$ cat config.mk
export PLATFORM = sky130hd
export DESIGN_NAME = svc_req_status
export DESIGN_NICKNAME = d
export VERILOG_FILES = /design/src/rtl/svc_status_pkg.sv /design/src/rtl/svc_status_dp.sv /design/src/rtl/svc_status_ctrl.sv /design/src/rtl/svc_req_status.sv
export SDC_FILE = /design/constraint.sdc
export NUM_CORES = 1
export LEC_CHECK = 0
export BUFFER_PORTS_ARGS = -buffer_cell sky130_fd_sc_hd__buf_2
export CORE_MARGIN = 3
export CORE_UTILIZATION = 31
export DETAILED_ROUTE_END_ITERATION = 8
export GPL_TIMING_DRIVEN = 0
export PLACE_DENSITY_LB_ADDON = 0.2
export SLEW_MARGIN = 10
export SYNTH_ARGS = -nofsm -noshare
export SYNTH_HDL_FRONTEND = slang
export SYNTH_SLANG_ARGS = --single-unit
export TNS_END_PERCENT = 1
$ cat constraint.sdc
create_clock -name clk -period 1.22 [get_ports clk]
set_input_delay 0.244 -clock clk [delete_from_list [all_inputs] [get_ports clk]]
set_output_delay 0.244 -clock clk [all_outputs]
set_load 0.01 [all_outputs]
$ cat src/rtl/svc_status_pkg.sv
package svc_status_pkg;
  localparam int DW = 8;
  localparam int NREG = 3;
  localparam int SELW = 2;
  localparam int REG_STD = 0;
  localparam int REG_ERR = 1;
  localparam int REG_INST = 2;
  localparam int SUM_ERR = 2;
  localparam int SUM_INST = 3;
  localparam int SUM_STD = 5;
  localparam int REQ_BIT = 6;
  localparam logic [DW-1:0] STD_KEEP = 8'hF5;
  localparam logic [DW-1:0] STD_RESET = 8'h80;

  typedef struct packed {
    logic [NREG-1:0] clrEvt;
    logic [NREG-1:0] wrEn;
    logic wrPollEn;
  } ctl_t;

  function automatic int sumPos(input int idx);
    case (idx)
      REG_STD: return SUM_STD;
      REG_ERR: return SUM_ERR;
      default: return SUM_INST;
    endcase
  endfunction
endpackage

$ cat src/rtl/svc_status_dp.sv
module svc_status_dp
  import svc_status_pkg::*;
(
  input  logic                      clk,
  input  logic                      rstN,
  input  logic [NREG-1:0][DW-1:0]   evtPulse,
  input  logic [DW-1:0]             wrData,
  input  ctl_t                      ctl,
  output logic [NREG-1:0][DW-1:0]   evtReg,
  output logic [DW-1:0]             pollEn,
  output logic [DW-1:0]             sumByte
);
  logic [NREG-1:0] sumBit;

  for (genvar g = 0; g < NREG; g++) begin : gEvt
    localparam logic [DW-1:0] KEEP = (g == REG_STD) ? STD_KEEP : {DW{1'b1}};
    localparam logic [DW-1:0] RSTV = (g == REG_STD) ? STD_RESET : '0;
    logic [DW-1:0] enReg;

    always_ff @(posedge clk) begin
      if (!rstN) begin
        evtReg[g] <= RSTV;
        enReg <= '0;
      end else begin
        if (ctl.clrEvt[g]) evtReg[g] <= evtPulse[g] & KEEP;
        else evtReg[g] <= evtReg[g] | (evtPulse[g] & KEEP);
        if (ctl.wrEn[g]) enReg <= wrData;
      end
    end

    assign sumBit[g] = |(evtReg[g] & enReg);


    evt_latch_chk: assert property (@(posedge clk) disable iff (!rstN)
      !ctl.clrEvt[g] |=> ((evtReg[g] & $past(evtReg[g])) == $past(evtReg[g])));
  end

  always_ff @(posedge clk) begin
    if (!rstN) pollEn <= '0;
    else if (ctl.wrPollEn) pollEn <= wrData;
  end

  always_comb begin
    sumByte = '0;
    for (int i = 0; i < NREG; i++) sumByte[sumPos(i)] = sumBit[i];
  end


  std_reserved_chk: assert property (@(posedge clk) disable iff (!rstN)
    (evtReg[REG_STD] & ~STD_KEEP) == '0);
endmodule

$ cat src/rtl/svc_status_ctrl.sv
module svc_status_ctrl
  import svc_status_pkg::*;
(
  input  logic            clk,
  input  logic            rstN,
  input  logic            rdStb,
  input  logic [SELW-1:0] rdSel,
  input  logic            wrStb,
  input  logic [SELW-1:0] wrSel,
  input  logic            clrStb,
  input  logic            pollStb,
  input  logic [DW-1:0]   sumByte,
  input  logic [DW-1:0]   pollEn,
  output ctl_t            ctl,
  output logic            reqFlag
);
  logic [DW-1:0] maskedSum;
  logic [DW-1:0] prevSum;
  logic riseAny;

  always_comb begin
    for (int i = 0; i < NREG; i++) begin
      ctl.clrEvt[i] = clrStb | (rdStb && (rdSel == SELW'(i)));
      ctl.wrEn[i] = wrStb && (wrSel == SELW'(i));
    end
    ctl.wrPollEn = wrStb && (wrSel == SELW'(NREG));
  end

  assign maskedSum = sumByte & pollEn;
  assign riseAny = |(maskedSum & ~prevSum);

  always_ff @(posedge clk) begin
    if (!rstN) begin
      prevSum <= '0;
      reqFlag <= 1'b0;
    end else begin
      prevSum <= maskedSum;
      if (clrStb) reqFlag <= 1'b0;
      else if (riseAny) reqFlag <= 1'b1;
      else if (pollStb) reqFlag <= 1'b0;
    end
  end


  req_rise_chk: assert property (@(posedge clk) disable iff (!rstN)
    $rose(reqFlag) |-> $past(riseAny));

  poll_drop_chk: assert property (@(posedge clk) disable iff (!rstN)
    (pollStb && !riseAny) |=> !reqFlag);

  clr_drop_chk: assert property (@(posedge clk) disable iff (!rstN)
    clrStb |=> !reqFlag);
endmodule

$ cat src/rtl/svc_req_status.sv
module svc_req_status
  import svc_status_pkg::*;
(
  input  logic            clk,
  input  logic            rstN,
  input  logic [DW-1:0]   stdPulse,
  input  logic [DW-1:0]   errPulse,
  input  logic [DW-1:0]   instPulse,
  input  logic            rdStb,
  input  logic [SELW-1:0] rdSel,
  output logic [DW-1:0]   rdData,
  input  logic            wrStb,
  input  logic [SELW-1:0] wrSel,
  input  logic [DW-1:0]   wrData,
  input  logic            clrStb,
  input  logic            pollStb,
  output logic [DW-1:0]   pollData,
  output logic            srq
);
  logic [NREG-1:0][DW-1:0] evtPulse;
  logic [NREG-1:0][DW-1:0] evtReg;
  logic [DW-1:0] pollEn;
  logic [DW-1:0] sumByte;
  logic reqFlag;
  ctl_t ctl;

  assign evtPulse[REG_STD] = stdPulse;
  assign evtPulse[REG_ERR] = errPulse;
  assign evtPulse[REG_INST] = instPulse;

  svc_status_ctrl uCtrl (
    .clk(clk), .rstN(rstN), .rdStb(rdStb), .rdSel(rdSel), .wrStb(wrStb),
    .wrSel(wrSel), .clrStb(clrStb), .pollStb(pollStb), .sumByte(sumByte),
    .pollEn(pollEn), .ctl(ctl), .reqFlag(reqFlag)
  );

  svc_status_dp uDp (
    .clk(clk), .rstN(rstN), .evtPulse(evtPulse), .wrData(wrData), .ctl(ctl),
    .evtReg(evtReg), .pollEn(pollEn), .sumByte(sumByte)
  );

  always_comb begin
    rdData = '0;
    if (rdSel < SELW'(NREG)) rdData = evtReg[rdSel];
  end

  always_comb begin
    pollData = sumByte;
    pollData[REQ_BIT] = reqFlag;
  end

  assign srq = reqFlag;


  poll_unused_chk: assert property (@(posedge clk) disable iff (!rstN)
    (pollData & 8'h93) == 8'h00);
endmodule

==> summary.md <==
| Metric | Value |
|---|---|
| Hold Startpoint | `stdPulse[7]` |
| Synth top area cells | `dfxtp_1, mux2i_1, nor2_1, a21oi_1, a22oi_1` |
| Site row count | `28` |
| Antenna diodes | `0` |
| Total power | `3.63 mW` |
| Max Fclk | `710 MHz` |
| Failing checks | `negative setup slack` |
| Synthesis-to-finish area growth | `30.1%` |
| Clock Tree Root | `clkbuf_8` |
| Async SR Flop Fraction | `0%` |
| Post-synth top area share | `50.1%` |
| Post-synth top cells | `dfxtp_1, nor2_1, mux2i_1, a21oi_1, a22oi_1` |
| Final worst-path cycle share | `116%` |
| Mapped cell area | `2040 um^2` |
| Core area | `6130 um^2` |
| Largest net degree at the start of global routing | `17` |
| Multi-input gate area | `1000 um^2` |
| Final #Nets | `318` |
| Placed Cells incl. Taps | `342` |
| DRT Pass-1 Iters | `4` |
| Critical path's top delay family | `flip-flops` |
| Vias in the first global route | `1,615` |
| P per Cell Area | `1370 nW/um^2` |
| ANT nets after route | `0` |
| Hold Path Sink | `uDp.evtReg[7]$_SDFF_PN1_` |
| CTS max path bufs | `2` |
| Final setup margin | `-0.189 ns` |
| Seq cells post-synth | `51` |
| Slowest CP cell | `dfxtp_2` |
| Max VDD drop | `0.766 mV` |
| Num ports | `59` |
| Setup_tns | `-1.29 ns` |
| Top_reg_cell synth | `dfxtp_1` |
| FF/Latch Area | `1050 um^2` |
| FILL cells | `622` |
| Clk_skew | `0.00772 ns` |
| Status | `finished, violations left` |
| HPWL after DPL | `4190 um` |
| Biggest area consumer among synthesized cells | `dfxtp_1` |
| Seq/Total Area, Yosys | `50.1%` |
| CP Capture Type | `primary output` |
| Routability congestion estimate from global placement | `0.798` |
| Global Route Usage Sum | `14.9%` |
| Cells on worst reg2reg path | `5` |
| Unrepaired setup endpoints after global routing | `true` |
| Mean Syn Cell Area | `9.57 um^2` |
| Tmin final | `1.41 ns` |
| Clock sink total | `51` |
| Post-Layout Cell Count | `352` |
| CP Buf/Inv Count | `1` |
| Post-synth cell types | `27` |
| Die X | `87.1 um` |
| Overflow after GRT | `0` |
| Final count of pins violating max slew | `0` |
| End of the worst register-to-register path | `uCtrl.reqFlag$_SDFFE_PP0P_` |
| Initial antenna violation count | `0` |
| Max Cap Viol | `0` |
| Die height | `87.1 um` |
| Pre-CTS setup slack | `-0.157 ns` |
| Worst Hold Depth | `2` |
| CP Class | `flop to primary output` |
| Synthesis warning total | `0` |
| Hold crit path type | `input port to flop` |
| Crit-path cells | `a22oi_2 > nand4_1 > buf_2` |
| Final WL | `5380 um` |
| Slew @ Worst Pin | `0.526 ns` |
| CP Data Arrival Time | `1.17 ns` |
| Layout cell share with drive strength beyond 1 | `40.4%` |
| Post-Syn Instances | `213` |
| Clock latency on the worst-skew pair | `0.31 ns` |
| DRC violations left | `0` |
| Wire length per cell | `15.3 um` |
| Count leader, synth | `dfxtp_1` |
| First-pass GRT wire length | `8530 um` |
| CP Launch Type | `flop` |
| Port Buffers | `51` |
| Critical path required time | `0.98 ns` |
| DRT iter0 DRCs | `38` |
| FF-to-FF Start | `uDp.gEvt[2].enReg[6]$_SDFFE_PN0P_` |
| Final hold violation count | `0` |
| Fin util | `43.3%` |
| CP max stage delay | `0.33 ns` |
| Via count | `1,659` |
| Post-synth EDFFs | `0` |
| Initial Utilization | `33.3%` |
| Critical Path Fanout Max | `2` |
| Clock transition at path regs | `0.10 ns` |
| Final setup violation count | `11` |
| Die ar. | `7590 um^2` |
| Slew HR | `65.0%` |
| CTS tree | `done` |
| Clock H-tree levels | `2` |
| Worst R2R Setup Slack | `0.06 ns` |
| Leakage | `1.23 nW` |
| Vias/cell | `4.71` |
| # hold bufs at CTS | `0` |
| CTS Buf Count | `5` |
metal layers:
layer / vias to the layer above / GRT usage, % / wire, um
met4: 0 / 4.60 / 59
met1: 761 / 21.0 / 2660
met3: 7 / 3.12 / 256
li1: 856 / - / -
met5: - / 0 / 0
met2: 35 / 22.7 / 2410
worst max path at each step:
| stage | start | endpoint | cells past startpoint |
|---|---|---|---|
| floorplan | rdSel[0] | rdData[1] | 4 |
| global placement | rstN | uDp.gEvt[0].enReg[7]$_SDFFE_PN0P_ | 5 |
| detailed placement | rstN | uDp.evtReg[15]$_SDFF_PN0_ | 5 |
| CTS | uDp.gEvt[1].enReg[6]$_SDFFE_PN0P_ | pollData[2] | 3 |
| global route | uDp.gEvt[1].enReg[6]$_SDFFE_PN0P_ | pollData[2] | 3 |
| finish | uDp.gEvt[1].enReg[1]$_SDFFE_PN0P_ | pollData[2] | 3 |
report_power, final:
| group | internal [mW] | switching [mW] | leakage, nW |
|---|---|---|---|
| combinational | 0.198 | 0.228 | 0.736 |
| sequential | 1.75 | 0.0696 | 0.425 |
| clock | 0.818 | 0.573 | 0.0644 |
cells in the final DEF (no fill, tap or decap), types with 2 or more instances in the layout:
cell type and n:
buf_2 53, nor2_1 47, dfxtp_1 30, mux2i_1 26, a21oi_1 21, dfxtp_2 19, buf_4 9, a22oi_2 9
nand2_1 6, o21ai_1 5, mux2i_2 5, clkbuf_8 5, nand3b_1 4, conb_1 4, inv_1 3, and3_1 3
a22o_1 2, a22oi_1 2, nand4_1 2, buf_1 2, a21oi_4 2, clkbuf_1 2, bufinv_16 2, dfxtp_4 2
worst register-to-register path, stage by stage (launching register included):
cell      delay [ns]
dfxtp_2         0.34
a22oi_2         0.18
nand4_1         0.16
buf_4           0.17
nand3b_1        0.10
a311oi_1        0.09
repair_timing:
action	4_1_cts	5_1_grt
setup buffers	1	1
resized for setup	28	16
setup endpoints to repair	11	12
pin swaps	7	4
sequential cells by signal (all words and copies together) (netlist names):
register / flops
uCtrl.prevSum: 3
uCtrl.reqFlag: 1
uDp.evtReg: 22
uDp.pollEn: 3
uDp.gEvt.enReg: 22
kinds of logic (layout without fill, tap and decap cells):
kind of cell / after synthesis / count (layout) / synth area share, %
AND/OR/NAND/NOR: 67 / 67 / 14.9
flip-flops: 51 / 51 / 50.1
AO/OA/AOI/OAI: 46 / 46 / 14.8
multiplexers: 31 / 31 / 15.2
buffers and inverters: 17 / 78 / 4.79
other: 1 / 4 / 0.184
per-stage QoR:
step / area [um^2] / hold slack (ns)
after floorplan: 2050 / 0.316
after global placement: 2400 / 0.437
after detailed placement: 2400 / 0.439
after CTS: 2600 / 0.109
after global routing: 2650 / 0.111
final: 2650 / 0.124
final cells by class:
type                       instances  area share, %
clock inverter                     3           2.55
buffer                            14           3.25
sequential                        51           39.7
timing repair buffer              53           10.3
multi-input combinational        148           37.7
tap                               75           3.54
clock buffer                       5           2.59
inverter                           3          0.424
Power figures use the tool's default switching activity.
